===== src/rtl/sdram_init_pkg.sv =====
package sdram_init_pkg;

  localparam int N_BANKS = 2;
  localparam int N_STEPS = 5;
  localparam int BANK_TOP_BIT = 4;
  localparam int AR_LSB = 5;
  localparam int AR_W = 4;
  localparam int MR_LSB = 9;
  localparam int MR_CAS_LSB = 4;
  localparam logic [AR_W-1:0] AR_EIGHT = 4'd7;

  typedef enum logic [2:0] {
    MODE_NORMAL     = 3'd0,
    MODE_CLK_START  = 3'd1,
    MODE_PRECHARGE  = 3'd2,
    MODE_AUTO_REF   = 3'd3,
    MODE_LOAD_MR    = 3'd4,
    MODE_SELF_REF   = 3'd5,
    MODE_POWER_DOWN = 3'd6
  } sdram_mode_e;

  typedef enum logic [2:0] {
    ST_IDLE,
    ST_SELECT,
    ST_ISSUE,
    ST_DELAY,
    ST_POLL,
    ST_RTR
  } seq_state_e;

  function automatic sdram_mode_e step_mode(input logic [2:0] step);
    case (step)
      3'd0:    return MODE_CLK_START;
      3'd1:    return MODE_PRECHARGE;
      3'd2:    return MODE_AUTO_REF;
      3'd3:    return MODE_LOAD_MR;
      default: return MODE_NORMAL;
    endcase
  endfunction

endpackage


===== src/rtl/sdram_us_timer.sv =====
module sdram_us_timer #(
  parameter int CLK_MHZ = 100,
  parameter int US_W    = 8
) (
  input  logic            clk_i,
  input  logic            rst_ni,
  input  logic            load_i,
  input  logic [US_W-1:0] us_i,
  output logic            done_o
);
  localparam int PRE_W = (CLK_MHZ > 1) ? $clog2(CLK_MHZ) : 1;
  localparam logic [PRE_W-1:0] PRE_MAX = PRE_W'(CLK_MHZ - 1);

  logic [PRE_W-1:0] pre_q;
  logic [US_W-1:0]  us_q;

  always_ff @(posedge clk_i or negedge rst_ni) begin
    if (!rst_ni) begin
      pre_q <= '0;
      us_q  <= '0;
    end else if (load_i) begin
      pre_q <= PRE_MAX;
      us_q  <= us_i;
    end else if (us_q != '0) begin
      if (pre_q == '0) begin
        pre_q <= PRE_MAX;
        us_q  <= us_q - 1'b1;
      end else begin
        pre_q <= pre_q - 1'b1;
      end
    end
  end

  assign done_o = (us_q == '0);
endmodule


===== src/rtl/sdram_busy_watch.sv =====
module sdram_busy_watch #(
  parameter int TMO_W = 16
) (
  input  logic             clk_i,
  input  logic             rst_ni,
  input  logic             poll_i,
  input  logic             busy_i,
  input  logic [TMO_W-1:0] tmo_i,
  output logic             expired_o
);
  logic [TMO_W-1:0] cnt_q;

  always_ff @(posedge clk_i or negedge rst_ni) begin
    if (!rst_ni)                          cnt_q <= '0;
    else if (!poll_i)                     cnt_q <= '0;
    else if (busy_i && (cnt_q != '1))     cnt_q <= cnt_q + 1'b1;
  end

  assign expired_o = poll_i && busy_i && (cnt_q >= tmo_i);
endmodule


===== src/rtl/sdram_cmd_pack.sv =====
module sdram_cmd_pack
  import sdram_init_pkg::*;
#(
  parameter int CAS_W = 3,
  parameter int MR_W  = 13,
  parameter int BI_W  = 2,
  localparam int CMD_W = MR_LSB + MR_W
) (
  input  logic [BI_W-1:0]  bank_i,
  input  logic [2:0]       step_i,
  input  logic [CAS_W-1:0] cas_i,
  output logic [CMD_W-1:0] cmd_o
);
  sdram_mode_e          mode;
  logic [N_BANKS-1:0]   bank_sel;
  logic [AR_W-1:0]      ar_cnt;
  logic [MR_W-1:0]      mr_val;

  // bank 1 sits at the top bit of the field, bank 2 just below it
  for (genvar g = 0; g < N_BANKS; g++) begin : g_bank
    assign bank_sel[N_BANKS-1-g] = (bank_i == BI_W'(g));
  end

  always_comb begin
    mode   = step_mode(step_i);
    ar_cnt = (mode == MODE_AUTO_REF) ? AR_EIGHT : '0;
    mr_val = '0;
    if (mode == MODE_LOAD_MR) mr_val[MR_CAS_LSB +: CAS_W] = cas_i;
    cmd_o = {mr_val, ar_cnt, bank_sel, mode};
  end
endmodule


===== src/rtl/sdram_init_seq.sv =====
module sdram_init_seq
  import sdram_init_pkg::*;
#(
  parameter int CLK_MHZ  = 100,
  parameter int PWRUP_US = 200,
  parameter int STEP_US  = 100,
  parameter int CAS_W    = 3,
  parameter int REF_W    = 14,
  parameter int DEF_REF  = 8196,
  parameter int TMO_W    = 16,
  parameter int MR_W     = 13,
  localparam int CMD_W   = MR_LSB + MR_W
) (
  input  logic               clk_i,
  input  logic               rst_ni,
  input  logic               start_i,
  input  logic [N_BANKS-1:0] bank_en_i,
  input  logic [CAS_W-1:0]   cas_lat_i,
  input  logic [REF_W-1:0]   ref_count_i,
  input  logic               ctrl_gate_i,
  input  logic               busy_i,
  input  logic [TMO_W-1:0]   busy_tmo_i,
  output logic [CMD_W-1:0]   cmd_o,
  output logic               cmd_we_o,
  output logic [REF_W:0]     rtr_o,
  output logic               rtr_we_o,
  output logic               ctrl_en_o,
  output logic               done_o,
  output logic               err_o
);
  localparam int BI_W   = $clog2(N_BANKS + 1);
  localparam int MAX_US = (PWRUP_US > STEP_US) ? PWRUP_US : STEP_US;
  localparam int US_W   = $clog2(MAX_US + 1);
  localparam logic [REF_W-1:0] REF_DFLT = REF_W'(DEF_REF);

  seq_state_e         state_q;
  logic [N_BANKS-1:0] en_q;
  logic [BI_W-1:0]    bank_q;
  logic [2:0]         step_q;
  logic [CAS_W-1:0]   cas_q;
  logic [REF_W-1:0]   ref_q;
  logic [CMD_W-1:0]   cmd_q;
  logic               cmd_we_q, rtr_we_q, ctrl_en_q, done_q, err_q;
  logic [REF_W:0]     rtr_q;

  logic [CMD_W-1:0]   cmd_next;
  logic [US_W-1:0]    delay_us;
  logic               tmr_load, tmr_done, expired;

  always_comb begin
    case (step_q)
      3'd0:    delay_us = US_W'(PWRUP_US);
      3'd1,
      3'd2,
      3'd3:    delay_us = US_W'(STEP_US);
      default: delay_us = '0;
    endcase
  end

  assign tmr_load = (state_q == ST_ISSUE);

  sdram_cmd_pack #(.CAS_W(CAS_W), .MR_W(MR_W), .BI_W(BI_W)) u_pack (
    .bank_i (bank_q),
    .step_i (step_q),
    .cas_i  (cas_q),
    .cmd_o  (cmd_next)
  );

  sdram_us_timer #(.CLK_MHZ(CLK_MHZ), .US_W(US_W)) u_timer (
    .clk_i  (clk_i),
    .rst_ni (rst_ni),
    .load_i (tmr_load),
    .us_i   (delay_us),
    .done_o (tmr_done)
  );

  sdram_busy_watch #(.TMO_W(TMO_W)) u_watch (
    .clk_i     (clk_i),
    .rst_ni    (rst_ni),
    .poll_i    (state_q == ST_POLL),
    .busy_i    (busy_i),
    .tmo_i     (busy_tmo_i),
    .expired_o (expired)
  );

  always_ff @(posedge clk_i or negedge rst_ni) begin
    if (!rst_ni) begin
      state_q   <= ST_IDLE;
      en_q      <= '0;
      bank_q    <= '0;
      step_q    <= '0;
      cas_q     <= '0;
      ref_q     <= '0;
      cmd_q     <= '0;
      cmd_we_q  <= 1'b0;
      rtr_q     <= '0;
      rtr_we_q  <= 1'b0;
      ctrl_en_q <= 1'b1;
      done_q    <= 1'b0;
      err_q     <= 1'b0;
    end else begin
      cmd_we_q <= 1'b0;
      rtr_we_q <= 1'b0;
      case (state_q)
        ST_IDLE: if (start_i) begin
          en_q    <= bank_en_i;
          cas_q   <= cas_lat_i;
          ref_q   <= (ref_count_i == '0) ? REF_DFLT : ref_count_i;
          bank_q  <= '0;
          done_q  <= 1'b0;
          err_q   <= 1'b0;
          if (ctrl_gate_i) ctrl_en_q <= 1'b0;
          state_q <= ST_SELECT;
        end
        ST_SELECT: begin
          if (bank_q == BI_W'(N_BANKS)) begin
            done_q    <= 1'b1;
            ctrl_en_q <= 1'b1;
            state_q   <= ST_IDLE;
          end else if (en_q[0]) begin
            step_q  <= '0;
            state_q <= ST_ISSUE;
          end else begin
            en_q   <= en_q >> 1;
            bank_q <= bank_q + 1'b1;
          end
        end
        ST_ISSUE: begin
          cmd_q    <= cmd_next;
          cmd_we_q <= 1'b1;
          state_q  <= ST_DELAY;
        end
        ST_DELAY: if (tmr_done) state_q <= ST_POLL;
        ST_POLL: begin
          if (expired) begin
            err_q   <= 1'b1;
            state_q <= ST_IDLE;
          end else if (!busy_i) begin
            if (step_q == 3'(N_STEPS - 1)) begin
              state_q <= ST_RTR;
            end else begin
              step_q  <= step_q + 1'b1;
              state_q <= ST_ISSUE;
            end
          end
        end
        ST_RTR: begin
          rtr_q    <= {ref_q, 1'b0};
          rtr_we_q <= 1'b1;
          en_q     <= en_q >> 1;
          bank_q   <= bank_q + 1'b1;
          state_q  <= ST_SELECT;
        end
        default: state_q <= ST_IDLE;
      endcase
    end
  end

  assign cmd_o     = cmd_q;
  assign cmd_we_o  = cmd_we_q;
  assign rtr_o     = rtr_q;
  assign rtr_we_o  = rtr_we_q;
  assign ctrl_en_o = ctrl_en_q;
  assign done_o    = done_q;
  assign err_o     = err_q;
endmodule


===== config.mk =====
export PLATFORM = sky130hd
export DESIGN_NAME = sdram_init_seq
export DESIGN_NICKNAME = d
export VERILOG_FILES = /design/src/rtl/sdram_init_pkg.sv /design/src/rtl/sdram_us_timer.sv /design/src/rtl/sdram_busy_watch.sv /design/src/rtl/sdram_cmd_pack.sv /design/src/rtl/sdram_init_seq.sv
export SDC_FILE = /design/constraint.sdc
export NUM_CORES = 1
export LEC_CHECK = 0
export BUFFER_PORTS_ARGS = -buffer_cell sky130_fd_sc_hd__buf_2
export CORE_MARGIN = 2
export CORE_UTILIZATION = 40
export CTS_BUF_LIST = sky130_fd_sc_hd__clkbuf_4
export CTS_CLUSTER_SIZE = 12
export DETAILED_ROUTE_END_ITERATION = 12
export PLACE_DENSITY = 0.69
export SLEW_MARGIN = 5
export SYNTH_ARGS = -nofsm -noshare
export SYNTH_HDL_FRONTEND = slang
export SYNTH_SLANG_ARGS = --single-unit

===== constraint.sdc =====
create_clock -name clk_i -period 2.6 [get_ports clk_i]
set_clock_uncertainty 0.2 [all_clocks]
set_input_delay 0.26 -clock clk_i [delete_from_list [all_inputs] [get_ports clk_i]]
set_output_delay 0.26 -clock clk_i [all_outputs]
set_load 0.05 [all_outputs]

## Yosys cells after proc, flatten, opt, wreduce, memory -nomap -nowiden

Index checks and enable logic that the tools add are counted.

- Logic and storage cells: 122
- Output and inout port bits: 42
- Flip-flop bits (word level): 89
- Bits of input ports: 40

- $add $sub $neg: 5
- Equality and inequality tests: 28
- Magnitude comparators: 1
- Reductions and logical operators: 26
- Multiplexer cells: 45

Operators with widths:

| kind | count |
|---|---|
| two-way mux 3 bit | 14 |
| two-way mux 16 bit | 2 |
| two-way mux 8 bit | 3 |
| != test 2 bit (second input constant) | 12 |
| two-way mux 7 bit | 3 |
| one-hot mux 3 bit (6 select lines) | 1 |
| adder 16 x 1 -> 16 bit (second input constant) | 1 |
| greater-or-equal comparator 16 bit | 1 |
| != test 16 bit (second input constant) | 1 |
| one-hot mux 8 bit (2 select lines) | 1 |
| == test 3 x 2 -> 1 bit (second input constant) | 5 |
| zero test 14 bit | 1 |
| two-way mux 14 bit | 1 |
| == test 3 bit (second input constant) | 4 |
| two-way mux 2 bit | 6 |
| one-hot mux 2 bit (3 select lines) | 2 |
| one-hot mux 3 bit (4 select lines) | 1 |
| AND reduction 4 bit | 3 |
| nonzero test 2 bit | 5 |
| AND reduction 3 bit | 3 |
| zero test 8 bit | 1 |
| nonzero test 8 bit | 1 |
| subtractor 8 x 1 -> 8 bit (second input constant) | 1 |
| zero test 7 bit | 1 |
| 17 further kinds | 31 |

## Longest topological paths before layout

- Depth in word-level cells: 5
- Gate-level depth with buffers: 8
- Mapped depth without buffers: 7

## Hierarchy

A second synthesis with hierarchy kept.

- Cell total of the unflattened synthesis: 505
- Area, all modules: 5382.7 um^2

By module, submodules not included:

| module | cells an instance | area an instance (um^2) | times used | sequential area each (um^2) |
|---|---|---|---|---|
| sdram_init_seq | 220 | 2970.3 | 1 | 1702.9 |
| sdram_busy_watch | 158 | 1341.3 | 1 | 400.4 |
| sdram_us_timer | 102 | 904.6 | 1 | 375.4 |
| sdram_cmd_pack | 25 | 166.4 | 1 | 0.0 |

## Worst setup path after synthesis

Ideal clock, no wire load.

- Kind: register to register
- Start point: reg u_timer.us_q[4]
- End point: reg u_timer.us_q[0]
- Clock period less this slack: 2.293 ns
- Path buffers: 2
- Library setup time: 0.133 ns
- Stages on the path, launching flop included: 8
- Required time: 2.267 ns
- Data arrival time: 1.960 ns
- Slack: 0.307 ns
- Path through: dfrtp_1 -> or4_4 -> or4b_4 -> buf_6 -> and2_4 -> buf_6 -> xnor2_1 -> nor2_1

- Word-level cells in the longest chain between the ends: 3

Ends and longest elaborated chain:

| element | RTL line | RTL |
|---|---|---|
| from (decl) | sdram_us_timer.sv:15 | `logic [US_W-1:0] us_q;` |
| from (signal assigned) | sdram_us_timer.sv:23 | `us_q <= us_i;` |
| from (signal assigned) | sdram_us_timer.sv:27 | `us_q <= us_q - 1'b1;` |
| nonzero test 8 bit | sdram_us_timer.sv:24 | `end else if (us_q != '0) begin` |
| nonzero test 2 bit (no line) | - |  |
| AND reduction 2 bit (no line) | - |  |

Every way passes these cells.
A chain may end at the register's enable or synchronous reset.

## Worst setup path in the final report

- Start point: reg u_timer.us_q[4]
- End point: reg state_q[0]

- Word-level cells in the longest chain between the ends: 3

Ends and longest elaborated chain:

| element | RTL line | RTL |
|---|---|---|
| zero test 8 bit | sdram_us_timer.sv:34 | `assign done_o = (us_q == '0);` |
| != test 2 bit (no line) | - |  |
| AND reduction 4 bit (no line) | - |  |
| to (signal assigned) | sdram_init_seq.sv:88 | `state_q <= ST_IDLE;` |
| to (signal assigned) | sdram_init_seq.sv:113 | `state_q <= ST_SELECT;` |
| to (signal assigned) | sdram_init_seq.sv:119 | `state_q <= ST_IDLE;` |
| to (decl) | sdram_init_seq.sv:36 | `seq_state_e state_q;` |

Every way passes these cells.

==> out/metrics.yaml <==
setup_path:
  reg2reg_slack_ps: 260
  reg2reg_from: "u_timer.us_q[4]"
  worst_r2r_path_depth: 5
  reg2reg_end: "state_q[0]"
  critical_path.endpoint_type: "flip-flop"
  critical_path_required_ps: 2740
  worst-setup-path-type: "flip-flop to flip-flop"
  crit_path_max_fanout: 4
  cp_data_arrival_time_ps: 2480
  critPathLaunchType: "flip-flop"
min_path:
  hold_depth: 5
  hold_class: "primary input to flip-flop"
  hold_start: "start_i"
  worstHoldEndpoint: "state_q[1]"
floorplan:
  die_area_mm2: 0.01242
  placeableCoreArea_mm2: 0.01132
  chipWidth_um: 111.5
  num_io_pins: 82
  initial_utilization_pct: 40.79
  die_y_um: 111.5
  std_cell_rows: 39
run:
  cap_violations: 0
logic_synthesis:
  synth-edff-count: 0
  synth-warning-count: 0
  netlist_area_mm2: 0.004618
  synth_cell_types: 63
  postSynthCellCount: 483
  postSynthRegisterBits: 86
  share_of_flip_flops_with_an_asynchronous_set_or_reset_after_synthesis_pct: 100.0
  ys_seq_area_share_pct: 46.63
  syn_area_per_cell_um2: 9.561
  synth_flop_cell: "dfrtp_1"
clock_tree:
  tritoncts_num_sinks: 86
  clk-insertion-delay-late_ps: 430
  cts_hold_repair.buffers: 22
  cts-htree-levels: 3
  cts_root_buffer_type: "clkbuf_4"
  clock_tree_from_tritoncts: "yes"
  postCtsResizedCells: 0
  cts_max_path_buffers: 2
  path_clk_slew_ps: 130
  tritoncts.num_buffers: 9
  cts.repair_timing.setup_buffer_count: 0
global_route:
  global_routing_usage_summed_across_all_routing_layers_pct: 16.80
  grt_pass1_vias: 3682
  grt_overflow: 0
  grt_antenna_before_repair: 0
  grt_max_degree: 57
  grt_first_pass_wirelength_um: 17060
route:
  drt_pre_antenna_iters: 5
  postRouteAntennaNets: 0
  viasPerCell: 5.119
  route.detailed.wl_per_inst_um: 13.77
  remaining_drc_errors: 0
  initialDrtViolationCount: 217
  wirelength_um: 9930
  vias: 3691
timing:
  worst-slew-pin-transition_ps: 730.1
  maxSlewHeadroom_pct: 51.33
  finalHoldViolCount: 0
  grt_setup_unrepaired: "no"
  layout_worst_path_cycle_share_pct: 90.00
  timing.setup.tns_ps: 0
  worst_slack_ps: 260.0
  whs_ps: 148.9
  finalSetupViolations: 0
  timing.final.crit_period_ps: 2340
  maxClockFrequency_ghz: 0.4273
  report.final.slew_viol_count: 0
placement:
  io_buffers: 69
  place.detailed.hpwl_um: 7201
  place_ws_ps: 266.0
  place.gp.congestion: 0.8149
status:
  status: "completed"
finish:
  synthToLayoutAreaGrowth_pct: 17.96
  nets: 642
  num-fill-cells: 1064
  drive_above_1_share_pct: 20.24
  antennaDiodeCount: 0
pwr:
  ir_drop_mv: 0.7436
  leakage_nw: 2.701
  powerDensity_mw_per_mm2: 935.8
-- cells by family (layout without fill, tap and decap cells) --
logic type | count (synthesis) | after routing | synth area share (%)
adders and majority gates | 29 | 29 | 7.857
buffers and inverters | 61 | 145 | 6.610
AOI/OAI and AO/OA | 75 | 75 | 10.73
muxes | 19 | 19 | 4.552
xor gates and xnor gates | 14 | 14 | 2.655
DFF | 86 | 86 | 46.63
other | 1 | 12 | 0.08120
and+or+nand+nor | 198 | 198 | 20.89
-- metal layers --
metal | global-route usage [%] | routed length [µm]
met5 | 0 | 0
met4 | 5.267 | 180
met3 | 4.573 | 337
met1 | 20.96 | 4474
met2 | 28.54 | 4938
-- state kept, by name, summed over array words and instances, names as in the netlist --
| signal | count |
|---|---|
| bank_q | 2 |
| cas_q | 3 |
| cmd_o | 9 |
| cmd_we_o | 1 |
| ctrl_en_o | 1 |
| done_o | 1 |
| en_q | 2 |
| err_o | 1 |
| ref_q | 14 |
| rtr_o | 14 |
| rtr_we_o | 1 |
| state_q | 3 |
| step_q | 3 |
| u_timer.pre_q | 7 |
| u_timer.us_q | 8 |
| u_watch.cnt_q | 16 |
-- area by class of cell --
cell class	count	area [µm²]	share of cell area [%]
timing repair buffer	99	640.6	11.76
multi-input combinational	347	2201	40.40
inverter	30	112.6	2.067
clock buffer	10	75.07	1.378
clock inverter	6	86.33	1.585
tap	143	178.9	3.284
sequential	86	2153	39.53
-- placed cells by master (no fill, tap or decap), types with 4 or more instances in the layout --
cell	count
and3_1	5
nand3_1	8
and4_1	5
or3_1	4
a21oi_1	23
nand4_1	9
buf_2	68
o211ai_1	5
nor3_1	8
inv_1	30
dfrtp_1	85
dlygate4sd3_1	22
nor2_1	34
nor4_1	7
clkbuf_4	10
ha_1	29
xor2_1	10
mux2_2	16
conb_1	12
buf_4	8
nand2_1	90
xnor2_1	4
o21ai_0	15
nand2b_1	5
-- worst max-delay path, stage by stage, from the launching register on --
cell,delay [ps]
dfrtp_1,440
or4_4,560
nor4b_1,490
o32a_1,270
a21oi_1,80
a221oi_1,220
-- cells in the mapped netlist, drive strengths merged (2+ instances only) --
master / n / area [µm²]
buf: 18 / 142.6
o211ai: 5 / 37.54
nor3b: 2 / 15.01
nor3: 8 / 40.04
nor2: 34 / 127.6
and2: 4 / 27.53
o21ai: 16 / 80.07
a21oi: 23 / 115.1
mux2i: 3 / 30.03
and4: 5 / 43.79
xnor2: 4 / 35.03
or4: 4 / 33.78
or2: 2 / 12.51
or3: 4 / 25.02
o41ai: 3 / 26.28
nand2b: 5 / 31.28
nand4b: 2 / 17.52
ha: 29 / 362.9
a31oi: 2 / 12.51
o31ai: 2 / 15.01
a22o: 3 / 26.28
nand4: 9 / 56.30
nor2b: 3 / 18.77
nand3: 8 / 40.04
xor2: 10 / 87.58
mux2: 16 / 180.2
a211oi: 2 / 20.02
and3: 5 / 31.28
nor4b: 3 / 32.53
dfrtp: 85 / 2127
inv: 30 / 112.6
clkbuf: 13 / 50.04
nor4: 7 / 43.79
nand2: 90 / 337.8
a21o: 3 / 22.52
o22a: 2 / 17.52
-- power breakdown --
part | switching (W) | total, W | leakage (nW) | internal [W]
clock | 0.000452 | 0.000849 | 0.0763 | 0.000397
sequential | 0.000323 | 0.00209 | 1.10 | 0.00177
combinational | 0.00144 | 0.00216 | 1.53 | 0.000718
total | 0.00221 | 0.00510 | 2.70 | 0.00288
-- how the worst max path moves through the flow --
stage	start	endpoint	slack, ps	cells after the start
global placement	u_timer.us_q[4]	u_timer.us_q[5]	360	5
finish	u_timer.us_q[4]	state_q[0]	260	5
floorplan	u_timer.us_q[4]	u_timer.us_q[0]	310	7
detailed placement	u_timer.us_q[4]	state_q[0]	270	5
global route	u_timer.us_q[4]	state_q[0]	150	5
CTS	u_timer.us_q[4]	state_q[0]	240	5
-- metrics by stage --
stage | std cells | utilization (%) | instance area [µm²] | total power, W
after floorplan | 494 | - | 4659 | 0.003735
after global placement | 683 | 44.75 | 5066 | 0.004176
after detailed placement | 683 | 44.75 | 5066 | 0.004258
after CTS | 721 | 48.12 | 5448 | 0.005141
after global routing | 721 | 48.12 | 5448 | 0.005447
final | 721 | 48.12 | 5448 | 0.005098
No activity file was read; power rests on OpenSTA's default activity.
